===== config.mk =====
export PLATFORM = sky130hd
export DESIGN_NAME = ldu_interlock
export DESIGN_NICKNAME = d
export VERILOG_FILES = /design/src/rtl/hz_pkg.sv /design/src/rtl/hz_src_match.sv /design/src/rtl/hz_load_use_detect.sv /design/src/rtl/hz_idex_ctrl.sv /design/src/rtl/ldu_interlock.sv
export SDC_FILE = /design/constraint.sdc
export NUM_CORES = 1
export LEC_CHECK = 0
export BUFFER_PORTS_ARGS = -buffer_cell sky130_fd_sc_hd__clkbuf_2
export CORE_UTILIZATION = 25
export DETAILED_ROUTE_END_ITERATION = 6
export GPL_TIMING_DRIVEN = 0
export HOLD_SLACK_MARGIN = 0.1
export PLACE_DENSITY = 0.66
export SLEW_MARGIN = 10
export SYNTH_ARGS = -nofsm -noshare
export SYNTH_HDL_FRONTEND = slang
export SYNTH_SLANG_ARGS = --single-unit

===== constraint.sdc =====
create_clock -name clk -period 1.5 [get_ports clk]
set_input_delay 0 -clock clk [delete_from_list [all_inputs] [get_ports clk]]
set_output_delay 0 -clock clk [all_outputs]
set_load 0.02 [all_outputs]

===== src/rtl/hz_pkg.sv =====
package hz_pkg;

  // Control flags carried from decode into execute.
  typedef struct packed {
    logic reg_write;
    logic mem_read;
    logic mem_write;
  } stage_ctrl_t;

  localparam stage_ctrl_t CTRL_NOP = '{reg_write: 1'b0, mem_read: 1'b0, mem_write: 1'b0};

endpackage


===== src/rtl/hz_src_match.sv =====
module hz_src_match #(
  parameter int AW   = 5,
  parameter int NSRC = 2
) (
  input  logic [NSRC-1:0][AW-1:0] src_i,
  input  logic [NSRC-1:0]         used_i,
  input  logic [AW-1:0]           dest_i,
  output logic [NSRC-1:0]         hit_o
);

  // One equality comparator per source slot, qualified by its used flag.
  for (genvar g = 0; g < NSRC; g++) begin : g_slot
    assign hit_o[g] = used_i[g] && (src_i[g] == dest_i);
  end

endmodule


===== src/rtl/hz_load_use_detect.sv =====
module hz_load_use_detect #(
  parameter int AW   = 5,
  parameter int NSRC = 2
) (
  input  logic [NSRC-1:0] hit_i,
  input  logic            ex_is_load_i,
  input  logic [AW-1:0]   ex_dest_i,
  output logic            hazard_o
);

  logic dest_nonzero;
  logic any_hit;

  // Register 0 is hard-wired to zero, so writes to it never create a dependence.
  assign dest_nonzero = |ex_dest_i;
  assign any_hit      = |hit_i;
  assign hazard_o     = ex_is_load_i && dest_nonzero && any_hit;

endmodule


===== src/rtl/hz_idex_ctrl.sv =====
module hz_idex_ctrl
  import hz_pkg::*;
#(
  parameter int AW = 5
) (
  input  logic        clk,
  input  logic        rst_n,
  input  logic        insert_nop_i,
  input  stage_ctrl_t id_ctrl_i,
  input  logic [AW-1:0] id_rd_i,
  output stage_ctrl_t ex_ctrl_o,
  output logic [AW-1:0] ex_rd_o
);

  // The register always advances; a stall replaces its contents with a no-op.
  always_ff @(posedge clk) begin
    if (!rst_n) begin
      ex_ctrl_o <= CTRL_NOP;
      ex_rd_o   <= '0;
    end else if (insert_nop_i) begin
      ex_ctrl_o <= CTRL_NOP;
      ex_rd_o   <= '0;
    end else begin
      ex_ctrl_o <= id_ctrl_i;
      ex_rd_o   <= id_rd_i;
    end
  end

endmodule


===== src/rtl/ldu_interlock.sv =====
module ldu_interlock
  import hz_pkg::*;
#(
  parameter int AW   = 5,
  parameter int NSRC = 2
) (
  input  logic                 clk,
  input  logic                 rst_n,
  input  logic [NSRC*AW-1:0]   id_src,
  input  logic [NSRC-1:0]      id_src_used,
  input  logic [AW-1:0]        id_rd,
  input  logic                 id_reg_write,
  input  logic                 id_mem_read,
  input  logic                 id_mem_write,
  output logic                 pc_write,
  output logic                 ifid_write,
  output logic                 bubble,
  output logic [AW-1:0]        ex_rd,
  output logic                 ex_reg_write,
  output logic                 ex_mem_read,
  output logic                 ex_mem_write
);

  logic [NSRC-1:0][AW-1:0] src_slots;
  logic [NSRC-1:0]         slot_hit;
  logic                    hazard;
  stage_ctrl_t             id_ctrl;
  stage_ctrl_t             ex_ctrl;

  assign src_slots = id_src;
  assign id_ctrl   = '{reg_write: id_reg_write, mem_read: id_mem_read, mem_write: id_mem_write};

  hz_src_match #(.AW(AW), .NSRC(NSRC)) u_match (
    .src_i  (src_slots),
    .used_i (id_src_used),
    .dest_i (ex_rd),
    .hit_o  (slot_hit)
  );

  hz_load_use_detect #(.AW(AW), .NSRC(NSRC)) u_detect (
    .hit_i        (slot_hit),
    .ex_is_load_i (ex_ctrl.mem_read),
    .ex_dest_i    (ex_rd),
    .hazard_o     (hazard)
  );

  hz_idex_ctrl #(.AW(AW)) u_idex (
    .clk          (clk),
    .rst_n        (rst_n),
    .insert_nop_i (hazard),
    .id_ctrl_i    (id_ctrl),
    .id_rd_i      (id_rd),
    .ex_ctrl_o    (ex_ctrl),
    .ex_rd_o      (ex_rd)
  );

  assign bubble       = hazard;
  assign pc_write     = ~hazard;
  assign ifid_write   = ~hazard;
  assign ex_reg_write = ex_ctrl.reg_write;
  assign ex_mem_read  = ex_ctrl.mem_read;
  assign ex_mem_write = ex_ctrl.mem_write;

endmodule


==> metrics.md <==
| Metric | Value |
|---|---|
| Htree depth | 1 |
| Die height | 41.90 um |
| First-pass GRT wire length | 1863 um |
| Initial drt markers | 5 |
| Area grow syn2layout | 99.37% |
| Number of flops mapped to enable cells by yosys | 0 |
| CTS buffer count | 3 |
| Seq cells post-synth | 8 |
| Core area | 1489 um^2 |
| Clock power frac | 28.2% |
| Classification of the worst-slack hold path | primary input to register |
| Seq pwr share | 43.7% |
| Kind of critical path | register to output port |
| Netlist Area Pre-Place | 397.9 um^2 |
| Switching Fraction | 26.31% |
| Top-area cell type share of the netlist area | 40.25% |
| Critical Path AT | 1.62 ns |
| Ant. Diodes | 0 |
| Post-synth top flop | dfxtp_1 |
| Vias in the first global route | 439 |
| Die area | 1755 um^2 |
| Max Buffers Root-to-Sink | 2 |
| Crit path max-delay cell type | or4_4 |
| Synth area leader | dfxtp_1 |
| Final setup TNS | -0.2962 ns |
| Total iterations of the first detailed-routing run | 3 |
| Placed inst area | 575.6 um^2 |
| ANT nets after route | 0 |
| Via Count | 469 |
| Via/cell ratio | 4.303 |
| Final Skew | 0.005656 ns |
| Yosys warning total | 0 |
| Initial antenna violation count | 0 |
| Max Slew Vio Count | 0 |
| Commonest cells post-synth | nand2_1, xnor2_1, a21oi_1, dfxtp_1, nand4_1 |
| Syn avg cell area | 8.650 um^2 |
| Unrepaired setup endpoints after global routing | yes |
| P_sw | 142.6 uW |
| Final Instance Area | 793.3 um^2 |
| FILL cells | 142 |
| Layout cells sized above 1 | 58.06% |
| Most frequent cell after synthesis | nand2_1 |
| MaxCap Viol Count | 0 |
| Clock tree root buffer cell | clkbuf_4 |
| Port buffer count | 31 |
| Share of synthesized registers carrying an async set or reset | 0% |
| Crit Path Max Fanout | 4 |
| Clk sink count | 8 |
| Endpoints failing setup | 4 |
| Peak VDD IR | 266.9 uV |
| Drt wl/cell | 10.26 um |
| DP Wirelength | 728.3 um |
| Fin. Hold Viols | 0 |
| CP Capture Type | output port |
| Static leakage | 0.3802 nW |
| Sequential share of the synthesized area | 40.25% |
| Yosys cell types | 12 |
| Chip width | 41.90 um |
| DP Cell Count | 93 |
| DRC | 0 |
| Worst-path cell chain | or4_4 > o21a_4 > and2_4 > buf_8 |
| Top cells by area, synth | dfxtp_1, xnor2_1, nand2_1, a21oi_1, nand4_1 |
| Skew-Pair Late Insertion Delay | 0.24 ns |
| Layout Utilization | 53.28% |
| Final WS setup | -0.1247 ns |
| Worst Tran Pin Value | 0.3545 ns |
| CTS tree | built |
| Ports | 33 |
| Largest net degree at the start of global routing | 11 |
| Worst slew margin | 76.36% |
| Gr usage total | 14.09% |
| Initial Util | 26.72% |
| P per Cell Area | 683.1 nW/um^2 |
| DRT Wirelength | 1118 um |
| WP buf/inv | 1 |
| Min Tclk post-route | 1.625 ns |
| Required @ worst endpoint | 1.50 ns |
| Number of core rows | 14 |
| Run status | finished with violations |
| Mapped Cells | 46 |
| Failing checks | setup timing |
| Fmax | 615.5 MHz |
| Syn Nets | 68 |
| Routability Congestion | 0.6495 |
| Fin crit share | 108.3% |
| Non-Filler Instances | 109 |
| Nets | 117 |
| CP max stage delay | 0.53 ns |
| Largest delay contributor family on the critical path | simple AND/OR/NAND/NOR gates |
| Comb pwr share | 28.1% |
| Gr ovfl total | 0 |
| Clk pin slew, worst setup/hold paths | 0.05 ns |
| CP Launch Type | register |
| Cell-internal power | 399.3 uW |
[worst paths after layout]
kind / start / to / slack (ns) / depth (start not counted)
setup / recovery: u_idex.ex_rd_o[0]$_SDFF_PP0_ / bubble / -0.12 / 4
hold / removal: rst_n / u_idex.ex_rd_o[0]$_SDFF_PP0_ / 0.11 / 3
setup reg to reg: u_idex.ex_rd_o[0]$_SDFF_PP0_ / u_idex.ex_ctrl_o[1]$_SDFF_PP0_ / 0 / 4
hold reg to reg: u_idex.ex_ctrl_o[1]$_SDFF_PP0_ / u_idex.ex_ctrl_o[0]$_SDFF_PP0_ / 0.75 / 3
[kinds of logic after synthesis]
| logic type | share of synthesized area (%) |
|---|---|
| and+or+nand+nor | 16.98 |
| AOI/OAI and AO/OA | 15.09 |
| xor gates and xnor gates | 22.01 |
| DFF | 40.25 |
| buffers and inverters | 5.660 |
[stage by stage]
step	power (mW)	worst slack (ns)	hold WS (ns)
global placement	0.3536	-0.001611	0.2147
floorplan	0.3074	0.003666	0.1251
detailed placement	0.3555	-0.02055	0.2165
global route	0.5787	-0.1681	0.1395
CTS	0.5384	-0.2184	0.1005
finish	0.5419	-0.1247	0.1126
[timing repair]
| action | in CTS | in global routing |
|---|---|---|
| endpoints found under the hold margin | 8 | 0 |
| setup endpoints to repair | 3 | 11 |
| hold buffers | 8 | 0 |
| pin swaps | 2 | 4 |
| gates resized for setup | 12 | 12 |
| buffers inserted | 1 | 5 |
[sequential cells by signal (all words and copies together) (netlist names)]
register,count
u_idex.ex_ctrl_o,3
u_idex.ex_rd_o,5
[tightest hold or removal path: stages]
cell and delay (ns):
buf_1 0.18, nand2_1 0.10, a21oi_1 0.04
[routing by layer]
metal  wire length, um  global-route usage [%]
met5                 0                       0
met2               568                   23.75
met4                13                   9.677
met3                61                   1.304
met1               474                   16.67
[layout make-up]
type | instances | area (um^2) | area share (%)
timing repair buffer | 45 | 309.0 | 38.96
multi-input combinational | 35 | 255.2 | 32.18
sequential | 8 | 171.4 | 21.61
clock buffer | 3 | 22.52 | 2.839
tap | 16 | 20.02 | 2.524
buffer | 2 | 15.01 | 1.893
[power by group through the flow]
stage	Combinational (mW)	Clock, mW	Sequential (mW)
after CTS	0.141	0.162	0.236
after detailed placement	0.115	0	0.240
after floorplan	0.0536	0	0.254
final	0.152	0.153	0.237
after global routing	0.166	0.174	0.239
after global placement	0.114	0	0.240
[placed cells by master (no fill, tap or decap), drive strengths merged]
| cell type | netlist | routed |
|---|---|---|
| or4 | 1 | 1 |
| a21oi | 8 | 8 |
| nand2 | 11 | 11 |
| clkbuf | 0 | 32 |
| nand4 | 2 | 2 |
| o22ai | 1 | 1 |
| and2 | 1 | 1 |
| o21a | 1 | 1 |
| dlygate4sd3 | 0 | 8 |
| dfxtp | 8 | 8 |
| buf | 3 | 10 |
| xnor2 | 10 | 10 |
(Power assumes the default switching activity.)
